File: src/rtl/gpt_pkg.sv
package gpt_pkg;

  typedef enum logic [1:0] {
    SRC_CORE     = 2'd0,
    SRC_GATED    = 2'd1,
    SRC_EXT_SYNC = 2'd2,
    SRC_EXT_RAW  = 2'd3
  } gpt_src_e;

  localparam int CTL_RUN   = 15;
  localparam int CTL_IDLE  = 13;
  localparam int CTL_GATE  = 6;
  localparam int CTL_PS_LO = 4;
  localparam int CTL_SYNC  = 2;
  localparam int CTL_EXT   = 1;

  // division ratio for a prescale select value
  function automatic int unsigned ps_ratio(input logic [1:0] sel);
    case (sel)
      2'd0:    ps_ratio = 1;
      2'd1:    ps_ratio = 8;
      2'd2:    ps_ratio = 64;
      default: ps_ratio = 256;
    endcase
  endfunction

  // the external source wins over the gate
  function automatic gpt_src_e pick_src(input logic gate, input logic ext, input logic sync);
    if (ext)       pick_src = sync ? SRC_EXT_SYNC : SRC_EXT_RAW;
    else if (gate) pick_src = SRC_GATED;
    else           pick_src = SRC_CORE;
  endfunction

endpackage

File: src/rtl/gpt_pin_sync.sv
module gpt_pin_sync #(
  parameter int STAGES = 2
) (
  input  logic clk,
  input  logic rst_n,
  input  logic pin,
  output logic lvl,
  output logic rise,
  output logic fall,
  output logic raw_rise
);
  localparam int LAST = STAGES - 1;

  // sh[0..LAST] synchroniser chain, sh[STAGES] previous synchronised level
  logic [STAGES:0] sh;

  always_ff @(posedge clk or negedge rst_n) begin
    if (!rst_n) sh <= '0;
    else        sh <= {sh[STAGES-1:0], pin};
  end

  assign lvl      = sh[LAST];
  assign rise     = sh[LAST] & ~sh[STAGES];
  assign fall     = ~sh[LAST] & sh[STAGES];
  assign raw_rise = pin & ~sh[0];
endmodule

File: src/rtl/gpt_prescaler.sv
module gpt_prescaler #(
  parameter int PS_W = 8
) (
  input  logic       clk,
  input  logic       rst_n,
  input  logic       clr,
  input  logic       tick,
  input  logic [1:0] sel,
  output logic       inc
);
  import gpt_pkg::*;

  logic [PS_W-1:0] pcnt;
  logic [PS_W-1:0] lim;

  assign lim = PS_W'(ps_ratio(sel) - 1);
  assign inc = tick && (pcnt >= lim);

  always_ff @(posedge clk or negedge rst_n) begin
    if (!rst_n)    pcnt <= '0;
    else if (clr)  pcnt <= '0;
    else if (tick) pcnt <= (pcnt >= lim) ? '0 : pcnt + 1'b1;
  end
endmodule

File: src/rtl/gpt_counter.sv
module gpt_counter #(
  parameter int W = 16
) (
  input  logic         clk,
  input  logic         rst_n,
  input  logic         wr,
  input  logic [W-1:0] wdata,
  input  logic         inc,
  input  logic [W-1:0] period,
  output logic [W-1:0] count,
  output logic         wrap
);
  function automatic logic [W-1:0] next_count(input logic [W-1:0] c, input logic [W-1:0] p);
    next_count = (c == p) ? '0 : c + 1'b1;
  endfunction

  assign wrap = inc && !wr && (count == period);

  always_ff @(posedge clk or negedge rst_n) begin
    if (!rst_n)   count <= '0;
    else if (wr)  count <= wdata;
    else if (inc) count <= next_count(count, period);
  end
endmodule

File: src/rtl/gpt_timer.sv
module gpt_timer #(
  parameter int CNT_W   = 16,
  parameter int SYNC_ST = 2
) (
  input  logic             clk,
  input  logic             rst_n,
  input  logic [15:0]      ctrl_word,
  input  logic [CNT_W-1:0] period_val,
  input  logic             cnt_wr,
  input  logic [CNT_W-1:0] cnt_wdata,
  input  logic             ext_pin,
  input  logic             idle_in,
  input  logic             flag_clr,
  output logic [CNT_W-1:0] count_q,
  output logic             evt_flag
);
  import gpt_pkg::*;

  localparam int PS_W = 8;

  logic       run, idle_stop, gated;
  logic [1:0] ps_sel;
  gpt_src_e   src;
  logic       pin_lvl, pin_rise, pin_fall, pin_raw_rise;
  logic       tick_src, count_en, tick, inc_evt, wrap_evt, gate_fall, set_evt;
  logic       unused_ctrl;

  assign run       = ctrl_word[CTL_RUN];
  assign idle_stop = ctrl_word[CTL_IDLE];
  assign ps_sel    = ctrl_word[CTL_PS_LO +: 2];
  assign src       = pick_src(ctrl_word[CTL_GATE], ctrl_word[CTL_EXT], ctrl_word[CTL_SYNC]);
  assign gated     = (src == SRC_GATED);

  assign unused_ctrl = ^{ctrl_word[14], ctrl_word[12:7], ctrl_word[3], ctrl_word[0]};

  gpt_pin_sync #(.STAGES(SYNC_ST)) u_pin (
    .clk(clk), .rst_n(rst_n), .pin(ext_pin),
    .lvl(pin_lvl), .rise(pin_rise), .fall(pin_fall), .raw_rise(pin_raw_rise)
  );

  always_comb begin
    case (src)
      SRC_CORE:     tick_src = 1'b1;
      SRC_GATED:    tick_src = pin_lvl;
      SRC_EXT_SYNC: tick_src = pin_rise;
      default:      tick_src = pin_raw_rise;
    endcase
  end

  assign count_en = run && !(idle_in && idle_stop);
  assign tick     = count_en && tick_src;

  gpt_prescaler #(.PS_W(PS_W)) u_ps (
    .clk(clk), .rst_n(rst_n), .clr(!run || cnt_wr),
    .tick(tick), .sel(ps_sel), .inc(inc_evt)
  );

  gpt_counter #(.W(CNT_W)) u_cnt (
    .clk(clk), .rst_n(rst_n), .wr(cnt_wr), .wdata(cnt_wdata),
    .inc(inc_evt), .period(period_val), .count(count_q), .wrap(wrap_evt)
  );

  assign gate_fall = run && gated && pin_fall;
  assign set_evt   = gated ? gate_fall : wrap_evt;

  always_ff @(posedge clk or negedge rst_n) begin
    if (!rst_n) evt_flag <= 1'b0;
    else        evt_flag <= (evt_flag && !flag_clr) || set_evt;
  end
endmodule

File: config.mk
export PLATFORM = sky130hd
export DESIGN_NAME = gpt_timer
export DESIGN_NICKNAME = d
export VERILOG_FILES = /design/src/rtl/gpt_pkg.sv /design/src/rtl/gpt_pin_sync.sv /design/src/rtl/gpt_prescaler.sv /design/src/rtl/gpt_counter.sv /design/src/rtl/gpt_timer.sv
export SDC_FILE = /design/constraint.sdc
export NUM_CORES = 1
export LEC_CHECK = 0
export BUFFER_PORTS_ARGS = -buffer_cell sky130_fd_sc_hd__clkbuf_2
export CORE_MARGIN = 2
export CORE_UTILIZATION = 54
export CTS_CLUSTER_DIAMETER = 50
export CTS_CLUSTER_SIZE = 20
export DETAILED_ROUTE_END_ITERATION = 16
export PLACE_DENSITY = 0.85
export SLEW_MARGIN = 20
export SYNTH_ARGS = -nofsm -noshare
export SYNTH_HDL_FRONTEND = slang
export SYNTH_SLANG_ARGS = --single-unit
File: constraint.sdc
create_clock -name clk -period 3.5 [get_ports clk]
set_input_delay 0.35 -clock clk [delete_from_list [all_inputs] [get_ports clk]]
set_output_delay 0.35 -clock clk [all_outputs]
set_load 0.02 [all_outputs]
==> impl_table.tex, run 1 <==
\begin{tabular}{lr}
\hline
Metric & Value \\
\hline
\multicolumn{2}{l}{\textbf{Die}} \\
Site row count & 22 \\
Effective utilization at floorplan & 54.93\% \\
Die Footprint & 4168 um2 \\
Chip width & 64.56 um \\
Total I/O pin count & 71 \\
CORE AREA & 3606 um2 \\
Die Y-Extent & 64.56 um \\
\multicolumn{2}{l}{\textbf{Critical path}} \\
Kind of start point of the critical path & flip-flop \\
Arrival time worst endpoint & 2.87 ns \\
Endpoint required time on the critical path & 3.72 ns \\
Largest fanout of any net on the critical path & 14 \\
Crit end category & flip-flop \\
Start-to-end type of the worst setup path & flip-flop to flip-flop \\
\multicolumn{2}{l}{\textbf{Pwr}} \\
Cell area power density & 313.9 nW/um2 \\
Worst-case vdd ir drop & 0.1989 mV \\
Sequential share of power & 50.2\% \\
Part of the power in the clock network & 27.2\% \\
Switching pwr & 0.2264 mW \\
Proportion of power drawn by combinational gates & 22.6\% \\
Int Power & 0.5225 mW \\
Sw frac & 30.23\% \\
Static leakage & 1.024 nW \\
\multicolumn{2}{l}{\textbf{GRT}} \\
Maximum number of pins on one net before global-route repair & 29 \\
Initial antenna violation count & 0 \\
Total GRT Usage & 22.73\% \\
Global-route wire length before repair & 7638 um \\
Final global-route overflow total & 0 \\
Vias in the first global route & 1,651 \\
\multicolumn{2}{l}{\textbf{Clock tree}} \\
Number of buffers added by the clock tree synthesis step & 3 \\
Clock latency of the later-clocked register in the worst-skew pair & 0.27 ns \\
Worst-path clk slew & 0.10 ns \\
Clock Sinks & 28 \\
Number of buffers added to fix hold violations after cts & 0 \\
Post-cts resize count & 0 \\
Library cell used as clock root buffer & clkbuf\_8 \\
Setup Buffers After CTS & 0 \\
Deepest clock path buffer count & 2 \\
CTS tree & built \\
Total number of H-tree levels & 1 \\
\multicolumn{2}{l}{\textbf{Run status}} \\
Status & finished, final reports clean \\
\multicolumn{2}{l}{\textbf{Routing}} \\
Number of nets with antenna violations after routing & 0 \\
Aggregate routed wire length & 4524 um \\
Vias & 1,864 \\
Count of TritonRoute iterations in the first routing pass & 4 \\
Average wire per cell in the routed design & 13.83 um \\
Post-DR vias/cell & 5.700 \\
First DRT Iteration DRCs & 84 \\
Number of remaining DRC errors & 0 \\
\multicolumn{2}{l}{\textbf{Yosys}} \\
Fraction of synthesized area in multiplexers & 0.5685\% \\
Async set or reset register ratio after synthesis & 100.0\% \\
Warning count from the yosys run & 0 \\
Count of flip-flops with a built-in enable after synthesis & 0 \\
FF+latch count, synth & 28 \\
Primary flip-flop cell chosen by synthesis mapping & dfrtp\_1 \\
Distinct cells, synth & 52 \\
Post-synthesis share of cell area spent on and, or, nand and nor gates & 26.03\% \\
Post-Synth Adder-Cell Area & 5.054\% \\
Synth Instances & 219 \\
Largest family of logic cells by synthesized area & simple AND/OR/NAND/NOR gates \\
Synthesized area per cell & 9.044 um2 \\
Net count after synthesis & 281 \\
Parity-gate share of the synthesized area counting xor and xnor cells & 7.960\% \\
Portion of the post-synthesis area used by sequential elements & 35.38\% \\
Cell area after technology mapping & 1981 um2 \\
Fraction of the mapped netlist area in compound gates & 22.36\% \\
\multicolumn{2}{l}{\textbf{Final layout}} \\
Antenna Diode Count & 0 \\
Number of filler instances in the final layout & 310 \\
Area added between synthesis and finish & 20.47\% \\
Fraction of final layout cells sized beyond drive strength 1 & 27.24\% \\
Nets & 342 \\
Summed area of non-filler cells in the final layout & 2386 um2 \\
\multicolumn{2}{l}{\textbf{Placement}} \\
Gp weighted congestion & 0.8198 \\
HPWL after detailed placement & 3380 um \\
Placed instance area & 2331 um2 \\
Post-placement setup slack & 0.8234 ns \\
Count of port buffers added during placement & 61 \\
\multicolumn{2}{l}{\textbf{STA}} \\
Total negative slack for setup checks & 0 ns \\
Unrepaired setup endpoints after global routing & false \\
Worst path setup slack after routing & 0.8463 ns \\
Final Hold Fails & 0 \\
Worst-Margin Slew & 0.6877 ns \\
Fin. max-slew vios & 0 \\
Slew Limit Headroom & 53.87\% \\
Final count of negative-setup-slack endpoints & 0 \\
Worst clock skew on the final layout & 0.006628 ns \\
Final Critical Period & 2.654 ns \\
Portion of the clock cycle consumed by the worst path in the final layout & 75.82\% \\
Maximum clock rate & 0.3768 GHz \\
\multicolumn{2}{l}{\textbf{Run}} \\
Max-cap violation count & 0 \\
\multicolumn{2}{l}{\textbf{Hold path}} \\
Classification of the worst-slack hold path & input port to asynchronous set/reset pin \\
\hline
\end{tabular}
[worst paths after layout]
path | from | to | slack [ns] | cells past startpoint
max | u_pin.sh[0] | u_cnt.count[14] | 0.85 | 6
min | rst_n | u_cnt.count[7] | 0.09 | 1
max reg2reg | u_pin.sh[0] | u_cnt.count[14] | 0.85 | 6
min reg2reg | u_pin.sh[0] | u_pin.sh[1] | 0.39 | 0
max in group asynchronous | rst_n | u_ps.pcnt[3] | 2.96 | 1
min in group clk | ext_pin | u_pin.sh[0] | 0.19 | 1
[cell usage in the layout (no fill, tap or decap), types with 4 or more instances in the layout]
master / n
nor2_1: 21
clkbuf_2: 61
o21a_1: 5
nand2b_1: 5
o21ai_0: 16
dfrtp_1: 28
and3_1: 8
a21oi_1: 9
xnor2_1: 16
nand2_1: 13
nand3_1: 4
nand4b_1: 4
clkbuf_8: 4
a31oi_1: 9
nand4_1: 7
ha_1: 8
nor2b_1: 4
nor3b_1: 4
[layer usage]
layer | global-route usage, % | vias to the layer above | routed length [um]
li1 | - | 943 | -
met2 | 36.59 | 55 | 2165
met5 | 0 | - | 0
met1 | 32.96 | 864 | 2085
met4 | 3.989 | 0 | 26
met3 | 3.299 | 2 | 246
[critical path: stages (launching register included)]
cell and delay (ns):
dfrtp_1 0.39, or3b_4 0.40, a311oi_4 0.61, inv_2 0.14
or3_4 0.48, o41a_1 0.45, a2bb2oi_2 0.11
[area by class of cell]
type	count	area, um2	area share (%)
flip-flops and latches	28	700.7	29.37
multi-input cells	179	1227	51.44
clock buffers	4	55.05	2.307
well taps	48	60.06	2.517
inverters	4	15.01	0.6293
repair buffers	64	327.8	13.74
[state kept, by name (all words and copies together), names as in the netlist]
register     cells
evt_flag         1
u_cnt.count     16
u_ps.pcnt        8
u_pin.sh         3
[cells in the mapped netlist (3+ instances only)]
cell type | count | area (um2)
nand4_1 | 7 | 43.79
a31oi_1 | 9 | 56.30
xnor2_1 | 16 | 140.1
and3_1 | 8 | 50.05
and2_1 | 3 | 18.77
nor2b_1 | 4 | 25.02
o21a_1 | 5 | 37.54
nand2_1 | 13 | 48.80
nand3_1 | 4 | 20.02
or3b_1 | 3 | 26.28
nor3b_1 | 4 | 30.03
or3_1 | 3 | 18.77
o21ai_0 | 16 | 80.08
ha_1 | 8 | 100.1
dfrtp_1 | 28 | 700.7
nor2_1 | 21 | 78.83
nor3_1 | 3 | 15.01
nand2b_1 | 5 | 31.28
nand4b_1 | 4 | 35.03
a21oi_1 | 9 | 45.04
clkbuf_1 | 7 | 26.28
o31a_1 | 3 | 26.28
[cell families (layout without fill, tap and decap cells)]
| group | count (synthesis) | in the layout |
|---|---|---|
| compound gates | 62 | 62 |
| xor+xnor | 18 | 18 |
| fa+ha+maj | 8 | 8 |
| buf+inv | 12 | 72 |
| flops | 28 | 28 |
| mux | 1 | 1 |
| simple gates | 90 | 90 |
[through the flow]
step	util, %	cells	hold WS [ns]	total power, mW
floorplan	-	219	0.05441	0.4806
CTS	66.17	327	0.1381	0.7491
detailed placement	64.64	323	0.3702	0.5510
finish	66.17	327	0.09251	0.7489
global route	66.17	327	0.1754	0.7866
global placement	64.64	323	0.3648	0.5474
[power by group through the flow]
| stage | registers [mW] | clock network [mW] | logic, mW |
|---|---|---|---|
| floorplan | 0.393 | 0 | 0.0873 |
| global placement | 0.380 | 0 | 0.167 |
| detailed placement | 0.381 | 0 | 0.170 |
| CTS | 0.375 | 0.203 | 0.171 |
| global route | 0.379 | 0.218 | 0.190 |
| finish | 0.376 | 0.204 | 0.169 |
Power figures use the tool's default switching activity.
==> run 2, diff against run 1 <==
--- a/config.mk
+++ b/config.mk
@@ -7,11 +7,11 @@
 export LEC_CHECK = 0
 export BUFFER_PORTS_ARGS = -buffer_cell sky130_fd_sc_hd__clkbuf_2
 export CORE_MARGIN = 2
-export CORE_UTILIZATION = 54
+export CORE_UTILIZATION = 50
 export CTS_CLUSTER_DIAMETER = 50
 export CTS_CLUSTER_SIZE = 20
 export DETAILED_ROUTE_END_ITERATION = 16
-export PLACE_DENSITY = 0.85
+export PLACE_DENSITY = 0.79
 export SLEW_MARGIN = 20
 export SYNTH_ARGS = -nofsm -noshare
 export SYNTH_HDL_FRONTEND = slang
==> constraint.sdc (replaced) <==
create_clock -name clk -period 2.6 [get_ports clk]
set_input_delay 0.26 -clock clk [delete_from_list [all_inputs] [get_ports clk]]
set_output_delay 0.26 -clock clk [all_outputs]
set_load 0.02 [all_outputs]
==> run 2 against run 1 <==
- via count grew 2.8%
- largest cell class unchanged
- die area is 7.5% higher
- critical endpoint unchanged
- clock-buffer cell count unchanged
- highest routed layer unchanged
- critical path type unchanged
- sequential share of layout area fell by 0.51 points
- sequential power increased by 35%
- core utilization fell by 1.3 points
==> impl_table.tex, run 2 (synthesis results as in run 1) <==
\begin{tabular}{lr}
\hline
Metric & Value \\
\hline
\multicolumn{2}{l}{\textbf{Clock tree}} \\
CTS tree & built \\
Post-cts resize count & 0 \\
Number of buffers added to fix hold violations after cts & 0 \\
Number of buffers added by the clock tree synthesis step & 3 \\
Worst-path clk slew & 0.09 ns \\
Setup Buffers After CTS & 0 \\
Total number of H-tree levels & 1 \\
Library cell used as clock root buffer & clkbuf\_8 \\
Clock Sinks & 28 \\
Clock latency of the later-clocked register in the worst-skew pair & 0.28 ns \\
Deepest clock path buffer count & 2 \\
\multicolumn{2}{l}{\textbf{Critical path}} \\
Register-to-register setup slack & 0.26 ns \\
Arrival time worst endpoint & 2.55 ns \\
Endpoint of the most critical register-to-register path & u\_cnt.count[14] \\
Reg-to-Reg Start & u\_ps.pcnt[6] \\
Start-to-end type of the worst setup path & flip-flop to flip-flop \\
Crit end category & flip-flop \\
Largest fanout of any net on the critical path & 14 \\
Register-to-Register Path Depth & 7 \\
Endpoint required time on the critical path & 2.81 ns \\
Kind of start point of the critical path & flip-flop \\
\multicolumn{2}{l}{\textbf{Routing}} \\
Number of nets with antenna violations after routing & 0 \\
First DRT Iteration DRCs & 84 \\
Post-DR vias/cell & 5.789 \\
Aggregate routed wire length & 4778 um \\
Number of remaining DRC errors & 0 \\
Vias & 1,916 \\
Average wire per cell in the routed design & 14.44 um \\
Count of TritonRoute iterations in the first routing pass & 4 \\
\multicolumn{2}{l}{\textbf{Final layout}} \\
Final core occ & 64.87\% \\
Biggest registers after layout & u\_cnt.count: 16 flops, u\_ps.pcnt: 8 flops, u\_pin.sh: 3 flops \\
Area added between synthesis and finish & 22.62\% \\
Most flop-heavy register & u\_cnt.count \\
Most common cell after layout, fill and taps aside & clkbuf\_2 \\
Nets & 346 \\
Number of filler instances in the final layout & 342 \\
Antenna Diode Count & 0 \\
Fraction of final layout cells sized beyond drive strength 1 & 28.27\% \\
Leading cell types in the layout, fill and taps excluded & clkbuf\_2, dfrtp\_1, nor2\_1, o21ai\_0, xnor2\_1 \\
Flip-flop count of the largest register after layout & 16 \\
\multicolumn{2}{l}{\textbf{STA}} \\
Maximum clock rate & 0.4275 GHz \\
Worst-Margin Slew & 0.7000 ns \\
Fin. max-slew vios & 0 \\
Portion of the clock cycle consumed by the worst path in the final layout & 89.96\% \\
Worst path setup slack after routing & 0.2610 ns \\
Final count of negative-setup-slack endpoints & 0 \\
Final Critical Period & 2.339 ns \\
Final Hold Fails & 0 \\
Worst clock skew on the final layout & 0.002684 ns \\
Final worst hold slack & 0.007470 ns \\
Slew Limit Headroom & 53.33\% \\
Unrepaired setup endpoints after global routing & false \\
Total negative slack for setup checks & 0 ns \\
\multicolumn{2}{l}{\textbf{Placement}} \\
HPWL after detailed placement & 3643 um \\
Gp weighted congestion & 0.7982 \\
Post-placement setup slack & 0.2422 ns \\
Count of port buffers added during placement & 61 \\
\multicolumn{2}{l}{\textbf{Pwr}} \\
Tot Pwr & 1.010 mW \\
Sw frac & 30.11\% \\
Static leakage & 1.045 nW \\
Proportion of power drawn by combinational gates & 23.0\% \\
Part of the power in the clock network & 26.9\% \\
Worst-case vdd ir drop & 0.2422 mV \\
Int Power & 0.7061 mW \\
Sequential share of power & 50.1\% \\
Cell area power density & 416.0 nW/um2 \\
Switching pwr & 0.3043 mW \\
\multicolumn{2}{l}{\textbf{Die}} \\
Total I/O pin count & 71 \\
CORE AREA & 3744 um2 \\
Die Y-Extent & 66.94 um \\
Die Footprint & 4481 um2 \\
Effective utilization at floorplan & 52.91\% \\
Site row count & 22 \\
Chip width & 66.94 um \\
\multicolumn{2}{l}{\textbf{Run}} \\
Max-cap violation count & 0 \\
\multicolumn{2}{l}{\textbf{Run status}} \\
Status & finished, final reports clean \\
\multicolumn{2}{l}{\textbf{Hold path}} \\
Classification of the worst-slack hold path & input port to asynchronous set/reset pin \\
\multicolumn{2}{l}{\textbf{GRT}} \\
Vias in the first global route & 1,732 \\
Final global-route overflow total & 0 \\
Global-route wire length before repair & 7969 um \\
Total GRT Usage & 23.33\% \\
Initial antenna violation count & 0 \\
Maximum number of pins on one net before global-route repair & 29 \\
\hline
\end{tabular}
[run 2: changes by cell type in the layout (fill, tap and decap cells not counted)]
| cell | delta |
|---|---|
| buf_4 | +3 |
| buf_12 | +1 |
[run 2: per-stage QoR]
| step | instances | cell area [um2] |
|---|---|---|
| after floorplan | 219 | 1981 |
| after CTS | 331 | 2429 |
| after detailed placement | 327 | 2374 |
| after global placement | 327 | 2374 |
| after global routing | 331 | 2429 |
| final | 331 | 2429 |
[run 2: cell type report]
type                    count  area, um2  area share [%]
multi-input cells         179       1227           50.54
flip-flops and latches     28      700.7           28.85
clock buffers               4      55.05           2.267
well taps                  48      60.06           2.473
repair buffers             68      370.4           15.25
inverters                   4      15.01          0.6182
[run 2: worst max path at each step]
stage / startpoint / end / cells after the start
floorplan: u_cnt.count[13] / u_cnt.count[2] / 8
global placement: ctrl_word[5] / u_cnt.count[14] / 9
detailed placement: ctrl_word[5] / u_cnt.count[6] / 9
CTS: u_ps.pcnt[6] / u_cnt.count[6] / 7
global route: u_ps.pcnt[6] / u_cnt.count[5] / 7
finish: u_ps.pcnt[6] / u_cnt.count[14] / 7
[run 2: critical path, cell delays in order (launching register included)]
cell and delay, ns:
dfrtp_1 0.43, ha_1 0.30, and4_1 0.21, o211a_1 0.17, a211oi_1 0.10, or3_4 0.49
o41a_1 0.44, a2bb2oi_2 0.12
[run 2: power groups by stage]
stage	Combinational (mW)	Clock (mW)	Sequential, mW
6_report	0.232	0.272	0.506
5_1_grt	0.256	0.302	0.512
4_1_cts	0.235	0.282	0.506
3_5_place_dp	0.235	0	0.514
3_3_place_gp	0.229	0	0.514
2_1_floorplan	0.117	0	0.529
[run 2: routing by layer]
| layer | global-route usage, % | routed length (um) |
|---|---|---|
| met1 | 31.47 | 2025 |
| met3 | 4.223 | 332 |
| met4 | 6.888 | 76 |
| met5 | 0 | 0 |
| met2 | 38.00 | 2343 |
